## src/rtl/deo_pkg.sv

```systemverilog
package deo_pkg;

    // Follow mode: the output tracks the input subject to the hold.
    // Wait-high mode: entered after a forced release; the input is ignored
    // until it is seen high on a tick.
    typedef enum logic {
        MODE_FOLLOW    = 1'b0,
        MODE_WAIT_HIGH = 1'b1
    } deo_mode_e;

    typedef struct packed {
        logic      data;
        deo_mode_e mode;
    } deo_state_t;

    localparam deo_state_t DEO_IDLE = '{data: 1'b1, mode: MODE_FOLLOW};

endpackage

```

## src/rtl/deo_sat_counter.sv

```systemverilog
module deo_sat_counter #(
    parameter int unsigned CNT_W = 8
) (
    input  logic             clk_i,
    input  logic             rst_ni,
    input  logic             clr_i,
    input  logic             inc_i,
    output logic [CNT_W-1:0] step_o
);
    localparam logic [CNT_W-1:0] CNT_MAX = {CNT_W{1'b1}};

    logic [CNT_W-1:0] cnt_d, cnt_q;

    // step_o: the value after one more increment, held at the top value
    always_comb begin
        if (cnt_q == CNT_MAX) begin
            step_o = CNT_MAX;
        end else begin
            step_o = cnt_q + CNT_W'(1);
        end
        cnt_d = cnt_q;
        if (clr_i) begin
            cnt_d = '0;
        end else if (inc_i) begin
            cnt_d = step_o;
        end
    end

    always_ff @(posedge clk_i or negedge rst_ni) begin
        if (!rst_ni) begin
            cnt_q <= '0;
        end else begin
            cnt_q <= cnt_d;
        end
    end

endmodule

```

## src/rtl/deo_window_sel.sv

```systemverilog
module deo_window_sel #(
    parameter int unsigned CNT_W = 8
) (
    input  logic [CNT_W-1:0] ivl_i,
    input  logic [CNT_W-1:0] lim_lo_i,
    input  logic [CNT_W-1:0] lim_hi_i,
    input  logic [CNT_W-1:0] hold_in_i,
    input  logic [CNT_W-1:0] hold_out_i,
    output logic [CNT_W-1:0] hold_o
);
    logic in_win;

    always_comb begin
        in_win = (ivl_i >= lim_lo_i) && (ivl_i < lim_hi_i);
        hold_o = in_win ? hold_in_i : hold_out_i;
    end

endmodule

```

## src/rtl/deo_hold_timer.sv

```systemverilog
module deo_hold_timer #(
    parameter int unsigned CNT_W = 8
) (
    input  logic             clk_i,
    input  logic             rst_ni,
    input  logic             clr_i,
    input  logic             load_i,
    input  logic [CNT_W-1:0] load_val_i,
    input  logic             tick_i,
    output logic             open_o
);
    logic [CNT_W-1:0] hold_d, hold_q;

    // Loaded with H on an edge; the tick that sees a count of 1 or 0
    // may move the output, i.e. the H-th tick after the edge.
    always_comb begin
        open_o = (hold_q <= CNT_W'(1));
        hold_d = hold_q;
        if (clr_i) begin
            hold_d = '0;
        end else if (load_i) begin
            hold_d = load_val_i;
        end else if (tick_i && (hold_q != '0)) begin
            hold_d = hold_q - CNT_W'(1);
        end
    end

    always_ff @(posedge clk_i or negedge rst_ni) begin
        if (!rst_ni) begin
            hold_q <= '0;
        end else begin
            hold_q <= hold_d;
        end
    end

endmodule

```

## src/rtl/deo_conditioner.sv

```systemverilog
module deo_conditioner
    import deo_pkg::*;
#(
    parameter int unsigned CNT_W = 8
) (
    input  logic             clk_i,
    input  logic             rst_ni,
    input  logic             tick_i,
    input  logic             dem_i,
    input  logic             rx_en_i,
    input  logic [CNT_W-1:0] lim_lo_i,
    input  logic [CNT_W-1:0] lim_hi_i,
    input  logic [CNT_W-1:0] hold_in_i,
    input  logic [CNT_W-1:0] hold_out_i,
    input  logic [CNT_W-1:0] low_max_i,
    output logic             data_o
);
    deo_state_t       st_d, st_q;
    logic [CNT_W-1:0] ivl_step;
    logic [CNT_W-1:0] low_step;
    logic [CNT_W-1:0] hold_sel;
    logic             hold_open;
    logic             en_tick;
    logic             force_rel;
    logic             follow;
    logic             edge_now;
    logic             ivl_clr;
    logic             low_clr;

    // ticks since the last output edge, saturating
    deo_sat_counter #(.CNT_W(CNT_W)) u_ivl_cnt (
        .clk_i  (clk_i),
        .rst_ni (rst_ni),
        .clr_i  (ivl_clr),
        .inc_i  (en_tick),
        .step_o (ivl_step)
    );

    // ticks the output has spent low, saturating
    deo_sat_counter #(.CNT_W(CNT_W)) u_low_cnt (
        .clk_i  (clk_i),
        .rst_ni (rst_ni),
        .clr_i  (low_clr),
        .inc_i  (en_tick),
        .step_o (low_step)
    );

    deo_window_sel #(.CNT_W(CNT_W)) u_win (
        .ivl_i      (ivl_step),
        .lim_lo_i   (lim_lo_i),
        .lim_hi_i   (lim_hi_i),
        .hold_in_i  (hold_in_i),
        .hold_out_i (hold_out_i),
        .hold_o     (hold_sel)
    );

    deo_hold_timer #(.CNT_W(CNT_W)) u_hold (
        .clk_i      (clk_i),
        .rst_ni     (rst_ni),
        .clr_i      (!rx_en_i),
        .load_i     (edge_now),
        .load_val_i (hold_sel),
        .tick_i     (en_tick),
        .open_o     (hold_open)
    );

    always_comb begin
        en_tick   = rx_en_i && tick_i;
        force_rel = en_tick && !st_q.data && (low_step >= low_max_i);
        follow    = en_tick && (st_q.mode == MODE_FOLLOW) && hold_open
                    && (dem_i != st_q.data);
        edge_now  = force_rel || follow;
        ivl_clr   = !rx_en_i || edge_now;
        low_clr   = !rx_en_i || edge_now || st_q.data;

        st_d = st_q;
        if (!rx_en_i) begin
            st_d = DEO_IDLE;
        end else if (force_rel) begin
            st_d.data = 1'b1;
            st_d.mode = MODE_WAIT_HIGH;
        end else if (follow) begin
            st_d.data = dem_i;
        end else if (en_tick && (st_q.mode == MODE_WAIT_HIGH) && dem_i) begin
            st_d.mode = MODE_FOLLOW;
        end
    end

    always_ff @(posedge clk_i or negedge rst_ni) begin
        if (!rst_ni) begin
            st_q <= DEO_IDLE;
        end else begin
            st_q <= st_d;
        end
    end

    assign data_o = st_q.data;

endmodule

```

## config.mk

```make
export PLATFORM = sky130hd
export DESIGN_NAME = deo_conditioner
export DESIGN_NICKNAME = d
export VERILOG_FILES = /design/src/rtl/deo_pkg.sv /design/src/rtl/deo_sat_counter.sv /design/src/rtl/deo_window_sel.sv /design/src/rtl/deo_hold_timer.sv /design/src/rtl/deo_conditioner.sv
export SDC_FILE = /design/constraint.sdc
export NUM_CORES = 1
export LEC_CHECK = 0
export BUFFER_PORTS_ARGS = -buffer_cell sky130_fd_sc_hd__buf_4
export CORE_MARGIN = 2
export CORE_UTILIZATION = 30
export DETAILED_ROUTE_END_ITERATION = 10
export HOLD_SLACK_MARGIN = 0.08
export MAX_ROUTING_LAYER = met4
export PLACE_DENSITY_LB_ADDON = 0.1
export SLEW_MARGIN = 15
export SYNTH_ARGS = -nofsm -noshare
export SYNTH_HDL_FRONTEND = slang
export SYNTH_HIERARCHICAL = 1
export SYNTH_SLANG_ARGS = --single-unit
```

## constraint.sdc

```tcl
create_clock -name clk_i -period 4 [get_ports clk_i]
set_input_delay 0 -clock clk_i [delete_from_list [all_inputs] [get_ports clk_i]]
set_output_delay 0 -clock clk_i [all_outputs]
set_load 0.01 [all_outputs]
```

==> results.sh <==
export IMPL_drc=0
export IMPL_arrival_ps=3810
export IMPL_cts_path_max_buffers=2
export IMPL_worst_path_max_fanout=8
export IMPL_routedLengthMet1_mm=3.02
export IMPL_netlist_cell_type_count=59
export IMPL_reg2reg_from="u_low_cnt/cnt_q[0]"
export IMPL_die_height_um=97.1
export IMPL_max_cap_viol_count=0
export IMPL_layout_worst_path_cycle_share_pct=90.0
export IMPL_area_growth_synth_to_final_pct=18.3
export IMPL_synthTopCellsByCount="inv_1, ha_1, dfrtp_1"
export IMPL_highest_layer="met4"
export IMPL_timing_critical_path_from_type="register"
export IMPL_count_of_final_max_slew_check_failures=0
export IMPL_min_to="data_o"
export IMPL_clk_insertion_delay_late_ps=280
export IMPL_clock_skew_final_ps=18.8
export IMPL_holdPathStages=3
export IMPL_status="complete, no violations"
export IMPL_maximum_number_of_pins_on_one_net_before_global_route_repair=27
export IMPL_drt_wl_total_mm=6.06
export IMPL_synth_top_cells_by_area="dfrtp_1, ha_1, inv_1"
export IMPL_num_vias=2278
export IMPL_synth_cell_area_mm2=0.00260
export IMPL_hold_start="tick_i"
export IMPL_dpl_hpwl_mm=4.66
export IMPL_cts_tree="built"
export IMPL_final_net_count=415
export IMPL_filler_cell_count=856
export IMPL_clk_pin_slew_worst_paths_ps=110
export IMPL_grt_pass1_wl_mm=10.7
export IMPL_ys_seq_elements=26
export IMPL_fmax_mhz=278
export IMPL_route_met2_wl_mm=2.76
export IMPL_dpl_cell_count=438
export IMPL_slew_limit_headroom_pct=43.4
export IMPL_initialDrtViolationCount=93
export IMPL_route_met3_wl_um=247
export IMPL_global_router_s_overall_resource_usage_pct=13.8
export IMPL_antenna_found_initial=0
export IMPL_min_delay_path_class="input pin to register"
export IMPL_htreeDepth=1
export IMPL_finalHoldViolCount=0
export IMPL_die_outline_area_mm2=0.00942
export IMPL_postSynthCellCount=299
export IMPL_final_setup_tns_ps=0
export IMPL_reg2regPathDepth=12
export IMPL_synth_enable_flop_cells=0
export IMPL_overflow=0
export IMPL_floorplan_die_width_um=97.1
export IMPL_clock_sink_count=26
export IMPL_effective_utilization_at_floorplan_pct=31.3
export IMPL_hold_worst_slack_ps=100
export IMPL_placement_rows=33
export IMPL_dpl_cell_area_mm2=0.00297
export IMPL_synth_most_common_cell="inv_1"
export IMPL_r2r_slack_ps=400
export IMPL_post_route_cell_area_mm2=0.00307
export IMPL_worst_pin_slew_ps=849
export IMPL_grt_setup_unrepaired="no"
export IMPL_timing_final_crit_period_ps=3600
export IMPL_required_ps=4210
export IMPL_synth_top_area_cell="dfrtp_1"
export IMPL_setup_worst_path_class="register to register"
export IMPL_syn_avg_cell_area_um2=8.69
export IMPL_core_box_area_mm2=0.00830
export IMPL_number_of_port_buffers=45
export IMPL_synthesized_nets=371
export IMPL_yosys_warnings=6
export IMPL_utilization_pct=37.0
export IMPL_post_layout_nonfiller_instances=447
export IMPL_vdd_ir_drop_worst_mv=0.158
export IMPL_detail_route_first_pass_iterations=4
export IMPL_drive_above_1_share_pct=24.3
export IMPL_place_congestion=0.851
export IMPL_detail_route_vias_per_cell=5.10
export IMPL_postSynth_topFlopCell="dfrtp_1"
export IMPL_setup_viol_count_final=0
export IMPL_ys_seq_area_share_pct=25.1
export IMPL_root_buffer_master="clkbuf_8"
export IMPL_synthDominantCellAreaShare_pct=24.1
export IMPL_r2r_end="u_hold/hold_q[2]"
export IMPL_endpoint_class_of_the_critical_path="register"
export IMPL_cts_repair_resized=0
export IMPL_cts_inserted_buffers=3
export IMPL_ant_nets=0
export IMPL_antenna_diode_count=0
export IMPL_async_flop_share_pct=100
export IMPL_static_leakage_power_nw=1.44
export IMPL_cellPowerDensity_mw_per_mm2=370
export IMPL_wl_per_cell_um=13.6
export IMPL_top_level_ports=46
export IMPL_first_global_vias=2244
[critical path, stage by stage, from the launching register on]
cell and delay [ps]:
dfrtp_1 430, ha_1 280, and4_2 350, nand2_1 170
nand2_1 100, inv_1 40, ha_1 250, nand2b_1 150
a2111o_1 450, a32oi_2 250, o21ai_0 210, or4_2 680
o211ai_1 170
[power breakdown]
part	internal (mW)	total, mW	leakage (nW)	switching, mW
clock	0.0881	0.178	0.0288	0.0894
combinational	0.275	0.571	1.06	0.295
sequential	0.314	0.387	0.353	0.0729
total	0.678	1.14	1.44	0.458
[sequential cells by signal, summed over array words and instances (netlist names)]
| name | cells |
|---|---|
| u_ivl_cnt/cnt_q | 8 |
| u_low_cnt/cnt_q | 8 |
| data_o | 1 |
| st_q | 1 |
| u_hold/hold_q | 8 |
[through the flow]
stage	power, mW	worst slack [ps]
2_1_floorplan	0.817	625
3_3_place_gp	0.969	505
3_5_place_dp	0.962	431
4_1_cts	1.15	405
5_1_grt	1.25	69.9
6_report	1.14	402
[timing repair]
action,in CTS,in global routing
buffers inserted,0,0
endpoints found under the hold margin,28,0
hold buffers,5,0
[cell families after synthesis]
kind of cell	Yosys count	share of synthesized area (%)
flops	26	25.1
xor+xnor	8	2.70
simple gates	96	20.4
compound gates	79	24.2
mux	10	4.24
fa+ha+maj	27	13.0
buf+inv	53	10.4
[cell usage in the layout, fill, tap and decap left out, types with 4 or more instances in the layout]
cell type and count:
nand2b_1 5, a21oi_1 16, nand3_1 9, clkbuf_8 4, a311oi_1 11, mux2_2 8, ha_1 27, dfrtp_1 25
nor3_1 7, buf_4 48, and3_1 6, nor2_1 23, inv_1 38, o21ai_0 15, xnor2_1 7, a211oi_1 10
dlygate4sd3_1 5, a41oi_1 5, nand2_1 19
[how the worst max path moves through the flow]
stage,startpoint,to,slack (ps),cells after the start
floorplan,u_low_cnt/cnt_q[0],u_hold/hold_q[2],630,14
global placement,u_low_cnt/cnt_q[0],u_hold/hold_q[2],500,12
detailed placement,u_low_cnt/cnt_q[0],u_hold/hold_q[2],430,12
CTS,u_low_cnt/cnt_q[0],u_hold/hold_q[2],400,12
global route,u_low_cnt/cnt_q[0],u_hold/hold_q[2],70,12
finish,u_low_cnt/cnt_q[0],u_hold/hold_q[2],400,12
[metal layers]
layer  GRT usage (%)  vias up
met5               -        -
met2            21.8       40
met4            3.36        0
met1            18.5     1050
met3            2.16        4
li1                -     1184
[area by class of cell]
type	instances	area, µm²	share of cell area (%)
flip-flops and latches	26	652	21.2
well taps	105	131	4.28
inverters	39	146	4.77
repair buffers	53	410	13.4
clock buffers	4	55.1	1.79
multi-input cells	220	1680	54.6
(Power assumes the default switching activity.)
